`src/rtl/qbx_pkg.sv`:
```
package qbx_pkg;
  typedef enum logic [2:0] {
    ST_IDLE,
    ST_ADDR,
    ST_ADDR_ACK,
    ST_WR,
    ST_RD,
    ST_SKIP
  } qbx_state_e;
endpackage

```
`src/rtl/qbx_bus_cond.sv`:
```
module qbx_bus_cond (
  input  logic clk_i,
  input  logic rst_ni,
  input  logic scl_i,
  input  logic sda_i,
  output logic scl_rise_o,
  output logic scl_fall_o,
  output logic start_o,
  output logic stop_o,
  output logic scl_hi_o
);
  logic scl_q, sda_q;

  always_ff @(posedge clk_i or negedge rst_ni) begin
    if (!rst_ni) begin
      scl_q <= 1'b1;
      sda_q <= 1'b1;
    end else begin
      scl_q <= scl_i;
      sda_q <= sda_i;
    end
  end

  assign scl_rise_o = scl_i & ~scl_q;
  assign scl_fall_o = ~scl_i & scl_q;
  // SCL high on both samples: SDA edge is a bus condition
  assign start_o    = scl_i & scl_q & sda_q & ~sda_i;
  assign stop_o     = scl_i & scl_q & ~sda_q & sda_i;
  assign scl_hi_o   = scl_q;
endmodule

```
`src/rtl/qbx_shifter.sv`:
```
module qbx_shifter #(
  parameter int BYTE_W = 8,
  localparam int CNT_W = $clog2(BYTE_W + 1)
) (
  input  logic              clk_i,
  input  logic              rst_ni,
  input  logic              clr_i,
  input  logic              load_i,
  input  logic [BYTE_W-1:0] load_val_i,
  input  logic              rise_i,
  input  logic              fall_i,
  input  logic              tx_i,
  input  logic              sda_i,
  output logic [CNT_W-1:0]  cnt_o,
  output logic [BYTE_W-1:0] next_o,
  output logic              msb_o
);
  logic [BYTE_W-1:0] sh_q;
  logic [CNT_W-1:0]  cnt_q;

  always_ff @(posedge clk_i or negedge rst_ni) begin
    if (!rst_ni) begin
      sh_q  <= '1;
      cnt_q <= '0;
    end else if (load_i) begin
      sh_q  <= load_val_i;
      cnt_q <= '0;
    end else if (clr_i) begin
      cnt_q <= '0;
    end else begin
      if (rise_i) begin
        cnt_q <= cnt_q + 1'b1;
        if (!tx_i) sh_q <= {sh_q[BYTE_W-2:0], sda_i};
      end
      if (fall_i && tx_i) sh_q <= {sh_q[BYTE_W-2:0], 1'b0};
    end
  end

  assign cnt_o  = cnt_q;
  assign next_o = {sh_q[BYTE_W-2:0], sda_i};
  assign msb_o  = sh_q[BYTE_W-1];
endmodule

```
`src/rtl/qbx_port.sv`:
```
module qbx_port #(
  parameter int NUM_PINS = 5,
  parameter int BYTE_W   = 8
) (
  input  logic                clk_i,
  input  logic                rst_ni,
  input  logic                wr_en_i,
  input  logic [NUM_PINS-1:0] wr_data_i,
  input  logic [NUM_PINS-1:0] pin_i,
  output logic [NUM_PINS-1:0] pin_oe_o,
  output logic [BYTE_W-1:0]   rd_byte_o
);
  logic [NUM_PINS-1:0] latch_q;

  always_ff @(posedge clk_i or negedge rst_ni) begin
    if (!rst_ni)      latch_q <= '1;
    else if (wr_en_i) latch_q <= wr_data_i;
  end

  // zero drives low, one releases to the pull-up
  assign pin_oe_o = ~latch_q;

  always_comb begin
    rd_byte_o = '0;
    rd_byte_o[NUM_PINS-1:0] = pin_i;
  end


  latch_wr_only_chk: assert property (@(posedge clk_i) disable iff (!rst_ni)
    (pin_oe_o != $past(pin_oe_o)) |-> $past(wr_en_i));
endmodule

```
`src/rtl/qbx_expander.sv`:
```
module qbx_expander
  import qbx_pkg::*;
#(
  parameter logic [6:0] DEV_ADDR = 7'h56,
  parameter int         NUM_PINS = 5,
  parameter int         BYTE_W   = 8
) (
  input  logic                clk_i,
  input  logic                rst_ni,
  input  logic                scl_i,
  input  logic                sda_i,
  output logic                sda_oe_o,
  input  logic [NUM_PINS-1:0] pin_i,
  output logic [NUM_PINS-1:0] pin_oe_o
);
  localparam int CNT_W = $clog2(BYTE_W + 1);

  qbx_state_e        state_q;
  logic              rw_q, ack_hi_q;
  logic              scl_rise, scl_fall, start, stop, scl_hi;
  logic [CNT_W-1:0]  cnt;
  logic [BYTE_W-1:0] next_byte, rd_byte;
  logic              msb, last_rise, ack_end, addr_hit;
  logic              sh_clr, sh_load, wr_en;

  qbx_bus_cond u_cond (
    .clk_i, .rst_ni, .scl_i, .sda_i,
    .scl_rise_o(scl_rise), .scl_fall_o(scl_fall),
    .start_o(start), .stop_o(stop), .scl_hi_o(scl_hi)
  );

  assign last_rise = scl_rise && (cnt == CNT_W'(BYTE_W - 1));
  assign ack_end   = (state_q == ST_ADDR_ACK) && scl_fall && ack_hi_q;
  assign addr_hit  = (next_byte[BYTE_W-1:1] == DEV_ADDR);
  assign sh_clr    = start || (ack_end && !rw_q);
  assign sh_load   = ack_end && rw_q && !start;
  assign wr_en     = (state_q == ST_WR) && last_rise && !start && !stop;

  qbx_shifter #(.BYTE_W(BYTE_W)) u_shift (
    .clk_i, .rst_ni,
    .clr_i(sh_clr), .load_i(sh_load), .load_val_i(rd_byte),
    .rise_i(scl_rise), .fall_i(scl_fall), .tx_i(state_q == ST_RD),
    .sda_i, .cnt_o(cnt), .next_o(next_byte), .msb_o(msb)
  );

  qbx_port #(.NUM_PINS(NUM_PINS), .BYTE_W(BYTE_W)) u_port (
    .clk_i, .rst_ni,
    .wr_en_i(wr_en), .wr_data_i(next_byte[NUM_PINS-1:0]),
    .pin_i, .pin_oe_o, .rd_byte_o(rd_byte)
  );

  always_ff @(posedge clk_i or negedge rst_ni) begin
    if (!rst_ni) begin
      state_q  <= ST_IDLE;
      rw_q     <= 1'b0;
      ack_hi_q <= 1'b0;
    end else if (start) begin
      state_q <= ST_ADDR;
    end else if (stop) begin
      state_q <= ST_IDLE;
    end else begin
      unique case (state_q)
        ST_ADDR: if (last_rise) begin
          if (addr_hit) begin
            state_q  <= ST_ADDR_ACK;
            rw_q     <= next_byte[0];
            ack_hi_q <= 1'b0;
          end else begin
            state_q <= ST_SKIP;
          end
        end
        // ninth clock left released; move on after its falling edge
        ST_ADDR_ACK: begin
          if (scl_rise) ack_hi_q <= 1'b1;
          else if (ack_end) state_q <= rw_q ? ST_RD : ST_WR;
        end
        ST_WR: if (last_rise) state_q <= ST_SKIP;
        ST_RD: if (scl_fall && cnt == CNT_W'(BYTE_W)) state_q <= ST_SKIP;
        default: ;
      endcase
    end
  end

  assign sda_oe_o = (state_q == ST_RD) && !msb;


  start_rst_chk: assert property (@(posedge clk_i) disable iff (!rst_ni)
    start |=> (state_q == ST_ADDR && cnt == '0));

  stop_idle_chk: assert property (@(posedge clk_i) disable iff (!rst_ni)
    stop |=> state_q == ST_IDLE);

  sda_low_phase_chk: assert property (@(posedge clk_i) disable iff (!rst_ni)
    (sda_oe_o != $past(sda_oe_o)) |-> !scl_hi);

  rd_pad_bits_chk: assert property (@(posedge clk_i) disable iff (!rst_ni)
    (state_q == ST_RD && cnt < CNT_W'(BYTE_W - NUM_PINS)) |-> sda_oe_o);

  ack_release_chk: assert property (@(posedge clk_i) disable iff (!rst_ni)
    (state_q == ST_ADDR_ACK || state_q == ST_WR && cnt == CNT_W'(BYTE_W)) |-> !sda_oe_o);
endmodule

```
`config.mk`:
```
export PLATFORM = sky130hd
export DESIGN_NAME = qbx_expander
export DESIGN_NICKNAME = d
export VERILOG_FILES = /design/src/rtl/qbx_pkg.sv /design/src/rtl/qbx_bus_cond.sv /design/src/rtl/qbx_shifter.sv /design/src/rtl/qbx_port.sv /design/src/rtl/qbx_expander.sv
export SDC_FILE = /design/constraint.sdc
export NUM_CORES = 1
export LEC_CHECK = 0
export ABC_AREA = 1
export CAP_MARGIN = 20
export CORE_UTILIZATION = 40
export CTS_CLUSTER_DIAMETER = 80
export DETAILED_ROUTE_END_ITERATION = 8
export DONT_BUFFER_PORTS = 1
export PLACE_DENSITY_LB_ADDON = 0.3
export SYNTH_ARGS = -nofsm -noshare
export SYNTH_HDL_FRONTEND = slang
export SYNTH_SLANG_ARGS = --single-unit
```
`constraint.sdc`:
```
create_clock -name clk_i -period 1.49 [get_ports clk_i]
set_input_delay 0.0745 -clock clk_i [delete_from_list [all_inputs] [get_ports clk_i]]
set_output_delay 0.0745 -clock clk_i [all_outputs]
set_load 0.01 [all_outputs]
```
==> impl_metrics.ini, run 1 <==
[synthesis]
syn-num-nets = 196
yosysTopAreaCellShare_pct = 27.9
synth_area_leaders = dfstp_2 (28%), dfrtp_1 (16%), nand2_1 (15%), nand3_1 (7.1%), inv_1 (5.6%)
synth_cell_types = 23
yosysTopAreaCell = dfstp_2
yosys_warnings = 0
synthCells = 185
synth_seq_cells = 24
yosysSeqAreaShare_pct = 43.8
avgSynthCellArea_um2 = 7.64
syn_area_mm2 = 0.00141

[cells_and_area]
antennaDiodeCount = 0
final_area_mm2 = 0.00177
layout_common_cells = nand2_1 (50), inv_1 (21), nand3_1 (18)
utilization_pct = 52.8
drive_above_1_share_pct = 32.4
final_cells = 259
nets = 225
syn_to_final_growth_pct = 25.6
final_common_cell = nand2_1

[worst_setup_path]
cp.buffers_inverters = 0
path_max_fanout = 8
reg2reg_to = u_shift.sh_q[6]
cp-start-kind = flop
worstPathRequired_ns = 1.75
crit_end = u_shift.sh_q[6]
end_kind = flop
slowest_delay_ns = 0.59
rr_startpoint = u_cond.scl_hi_o
critPathTopFamily = simple AND/OR/NAND/NOR gates
worstPathCellList = nand2_4 -> nor2_4 -> nand2_4 -> nor2_8 -> nor2_4 -> nand2_4 -> nand2_1 -> nand2_1
cp.depth = 8
r2r_slack_ns = 0.02
cp_slowest_cell = dfstp_2
cpMostUsedCell = nand2_4
arrival_ns = 1.73
startpoint = u_cond.scl_hi_o
r2r_cells = 8
critical_path_class = reg -> reg

[grt]
first_global_vias = 1029
grt_max_degree = 25
track_usage_pct = 17.1
grt_pass1_wl_um = 4660
antenna_found_initial = 0
grt_overflow_total = 0

[sta]
rsz0062_at_grt = yes
finalCriticalPeriod_ns = 1.47
period_share_pct = 98.9
fin_skew_ns = 0.00474
tns_ns = 0
setup_viol = 0
finalMaxSlewViolations = 0
final_hold_viol_count = 0
worstMarginPinSlew_ns = 0.585
relSlewSlack_pct = 60.8
fmaxAchievable_mhz = 678

[floorplanning]
coreArea_mm2 = 0.00336
ios = 15
die_h_um = 61.4
die_width_um = 61.4
start_util_pct = 42.0
die-area_mm2 = 0.00377
rows = 21

[placement]
io_buffer_count = 0
gp_congestion = 0.848
dpl-instance-area_mm2 = 0.00148
dp_cells = 233
dp_hpwl_um = 2110

[job]
maxCapViolCount = 0

[cts]
clk_path_buf_depth = 2
clock_sinks = 24
path_clk_slew_ns = 0.13
cts_tree = yes
insertion_delay_ns = 0.31
cts_inserted_buffers = 3
cts-root-buf = clkbuf_4
cts_max_level = 1

[power]
p_leak_uw = 0.000831
ir_drop_mv = 0.677
pwr_density_cell_mw_per_mm2 = 1310
total_power_uw = 2320

[drt]
routed_wirelength_um = 3150
drtPass1Iterations = 4
via_count = 1283
avgRoutedWirePerCell_um = 12.1
final_antenna_net_count = 0
vias_per_cell = 4.95
drtIter0Drc = 54
drc = 0

[min_path]
hp-class = in -> reg

[run_status]
status = finished clean
==> what timing repair did <==
action | in CTS | in global routing
cloned | 0 | 2
gates resized for setup | 0 | 19
endpoints found under the hold margin | 33 | 0
hold buffers | 8 | 0
setup buffers | 4 | 7
pin swaps | 1 | 11
endpoints found under the setup margin | 6 | 16
==> per-layer routing <==
metal  vias up  share of wire (%)  wire, um  track usage (%)
met1       592                 46      1460             22.9
met4         0                1.9        61             4.44
met5         -                  0         0                0
met3         8                4.5       143             5.25
li1        648                  -         -                -
met2        35                 47      1480             26.9
==> worst min-delay path: cells and delay by family <==
kind	cells	cell delay [ns]
simple gates	3	0.21
buf+inv	1	0.16
==> registers in the layout, indices dropped and copies added (netlist names) <==
signal           count
u_cond.sda_q         1
u_shift.cnt_o        4
state_q              3
u_cond.scl_hi_o      1
ack_hi_q             1
rw_q                 1
u_shift.sh_q         8
u_port.latch_q       5
==> layout make-up <==
type / instances / area (um^2)
Inverter: 25 / 93.8
Clock buffer: 4 / 36.3
Tap cell: 46 / 57.6
Multi-Input combinational cell: 137 / 753
Fill cell: 315 / 1590
Sequential cell: 24 / 621
Timing Repair Buffer: 23 / 213
==> report_power, final <==
| group | leakage (uW) | internal (uW) | switching (uW) |
|---|---|---|---|
| clock | 0.0000210 | 149 | 183 |
| combinational | 0.000541 | 389 | 534 |
| sequential | 0.000270 | 898 | 164 |
| total | 0.000831 | 1440 | 880 |
==> Yosys cell counts (all sizes together) <==
cell type  count
nand2         62
inv           25
nor2          24
nand3         22
o21ai         16
dfstp         15
dfrtp          9
nand4          5
ha             2
a211oi         1
and2           1
buf            1
nor3           1
o21a           1
==> metrics by stage <==
stage | setup WS (ns) | hold WS, ns
5_1_grt | -0.0645 | 0.162
2_1_floorplan | 0.161 | -0.221
3_3_place_gp | 0.0472 | -0.220
6_report | 0.0160 | 0.149
3_5_place_dp | 0.00903 | -0.220
4_1_cts | 0.00171 | 0.116
==> how the worst min path moves through the flow <==
stage | from | endpoint | slack [ns] | cells after the start
2_1_floorplan | rst_ni | ack_hi_q | -0.22 | 0
3_3_place_gp | rst_ni | rw_q | -0.22 | 0
3_5_place_dp | rst_ni | u_shift.cnt_o[3] | -0.22 | 0
4_1_cts | scl_i | rw_q | 0.12 | 4
5_1_grt | scl_i | u_shift.cnt_o[3] | 0.16 | 4
6_report | scl_i | u_shift.cnt_o[0] | 0.15 | 4
==> cell families after synthesis <==
family / count (synthesis) / synth area share [%]
AOI/OAI and AO/OA: 18 / 7.26
adders and majority gates: 2 / 1.77
DFF: 24 / 43.8
buffers and inverters: 26 / 7.71
and+or+nand+nor: 115 / 39.4
Note: power is estimated with default switching activity, not from simulation.
==> run 2, diff against run 1 <==
--- a/config.mk
+++ b/config.mk
@@ -7,11 +7,12 @@
 export LEC_CHECK = 0
 export ABC_AREA = 1
 export CAP_MARGIN = 20
-export CORE_UTILIZATION = 40
+export CORE_UTILIZATION = 45
 export CTS_CLUSTER_DIAMETER = 80
 export DETAILED_ROUTE_END_ITERATION = 8
 export DONT_BUFFER_PORTS = 1
 export PLACE_DENSITY_LB_ADDON = 0.3
+export SKIP_LAST_GASP = 1
 export SYNTH_ARGS = -nofsm -noshare
 export SYNTH_HDL_FRONTEND = slang
 export SYNTH_SLANG_ARGS = --single-unit
==> run 2 against run 1 <==
Net effect: the run now ends with design-rule violations, negative setup slack left; cell count fell by 6.2%; die area fell by 11%; via count increased by 1.3%; clock power up 39%; combinational power down 11%; non-clock buffer count unchanged; clock skew is 0.0017 ns lower; utilization up 9.3 points; design area is 0.28% lower.
==> impl_metrics.ini, run 2 (same netlist as run 1, synthesis figures left out) <==
[drt]
wl_met3_um = 162
via_count = 1300
final_antenna_net_count = 0
drtIter0Drc = 74
met1Wirelength_um = 1460
drtPass1Iterations = 6
dr_wl_met2_um = 1540
drc = 3
vias_per_cell = 5.35
avgRoutedWirePerCell_um = 13.2
top_layer_used = met4
routed_wirelength_um = 3200

[sta]
fin_skew_ns = 0.00307
rsz0062_at_grt = yes
period_share_pct = 101
tns_ns = -0.0369
finalCriticalPeriod_ns = 1.51
finalWorstSetupSlack_ns = -0.0206
final_hold_viol_count = 0
finalMaxSlewViolations = 0
setup_viol = 4
timing.hold.ws_ns = 0.121
worstMarginPinSlew_ns = 0.429
relSlewSlack_pct = 71.3
fmaxAchievable_mhz = 662

[placement]
place_ws_ns = 0.0325
dp_hpwl_um = 2230
gp_congestion = 0.907
dp_cells = 220
io_buffer_count = 0

[grt]
antenna_found_initial = 0
track_usage_pct = 19.9
grt_pass1_wl_um = 5200
grt_overflow_total = 0
grt_max_degree = 25
first_global_vias = 1229

[cts]
cts_max_level = 1
clk_path_buf_depth = 2
insertion_delay_ns = 0.31
clock_sinks = 24
cts_tree = yes
cts_inserted_buffers = 3
path_clk_slew_ns = 0.13
cts-root-buf = clkbuf_4

[cells_and_area]
top_register = u_shift.sh_q
register_area_um2 = 622
final_cells = 243
largest_reg_flops = 8
nets = 224
fillCellCount = 247
antennaDiodeCount = 0
syn_to_final_growth_pct = 25.2
multi_input_area_um2 = 737
layout_common_cells = nand2_1 (46), inv_1 (21), nand3_1 (19)
drive_above_1_share_pct = 33.5
final_common_cell = nand2_1

[floorplanning]
coreArea_mm2 = 0.00285
start_util_pct = 49.5
die_width_um = 58.0
die-area_mm2 = 0.00337
rows = 19
die_h_um = 58.0
ios = 15

[run_status]
failed_checks = design-rule violations, negative setup slack
status = complete, but fails checks

[power]
p_leak_uw = 0.000843
ir_drop_mv = 0.760
pwr_density_cell_mw_per_mm2 = 1340
total_power_uw = 2360

[worst_setup_path]
cpMostUsedCell = nand2_4
cp.buffers_inverters = 1
slowest_delay_ns = 0.59
cp_slowest_cell = dfstp_2
worstPathCellList = nand2_4 -> nor2_4 -> nand2_4 -> nor2_8 -> buf_12 -> nor2_4 -> nand2_4 -> nand2_1 -> nand2_1
critical_path_class = reg -> reg
arrival_ns = 1.77
end_kind = flop
worstPathRequired_ns = 1.75
cp-start-kind = flop
critPathTopFamily = simple AND/OR/NAND/NOR gates
r2r_cells = 9
path_max_fanout = 8
cp.depth = 9

[min_path]
hp-class = in -> async

[job]
maxCapViolCount = 0
[run 2: changes by cell type in the layout (fill, tap and decap cells not counted), sizes merged]
| cell | change |
|---|---|
| bufinv | +1 |
| clkbuf | -1 |
| nor2 | -1 |
[run 2: layout make-up]
class	count	share of cell area [%]
multi-input cells	136	41.7
flip-flops and latches	24	35.1
repair buffers	23	12.7
inverters	25	5.30
well taps	31	2.19
clock inverters	1	1.70
clock buffers	3	1.27
[run 2: routing by layer]
layer / global-route usage [%] / vias to the layer above
li1: - / 649
met4: 5.10 / 0
met1: 25.2 / 609
met2: 33.8 / 38
met5: 0 / -
met3: 4.91 / 4
[run 2: final timing paths]
| kind | start | end | slack (ns) |
|---|---|---|---|
| setup / recovery | u_cond.scl_hi_o | u_shift.sh_q[4] | -0.02 |
| min in group clk_i | scl_i | u_shift.cnt_o[3] | 0.13 |
| setup reg to reg | u_cond.scl_hi_o | u_shift.sh_q[4] | -0.02 |
| hold reg to reg | u_port.latch_q[4] | u_port.latch_q[4] | 0.48 |
| max in group asynchronous | rst_ni | u_shift.sh_q[7] | 0.86 |
| hold / removal | rst_ni | u_shift.cnt_o[0] | 0.12 |
[run 2: worst register-to-register path, delay by kind of cell, from the launching register on]
family                 cells  cell delay (ns)
flip-flops                 1             0.59
buffers and inverters      1             0.12
AND/OR/NAND/NOR            8             0.75
[run 2: stage by stage]
stage,cell area (um^2),utilization [%]
2_1_floorplan,1410,-
3_3_place_gp,1470,51.7
3_5_place_dp,1470,51.7
4_1_cts,1610,56.3
5_1_grt,1770,62.0
6_report,1770,62.0
[run 2: what timing repair did]
action | in CTS | in global routing
hold buffers | 8 | 0
setup endpoints to repair | 0 | 17
gates resized for setup | 0 | 24
hold endpoints to repair | 33 | 0
buffers inserted | 0 | 9
[run 2: report_power, final]
part,internal (uW),switching (uW)
logic,321,504
clock network,272,190
registers,900,177
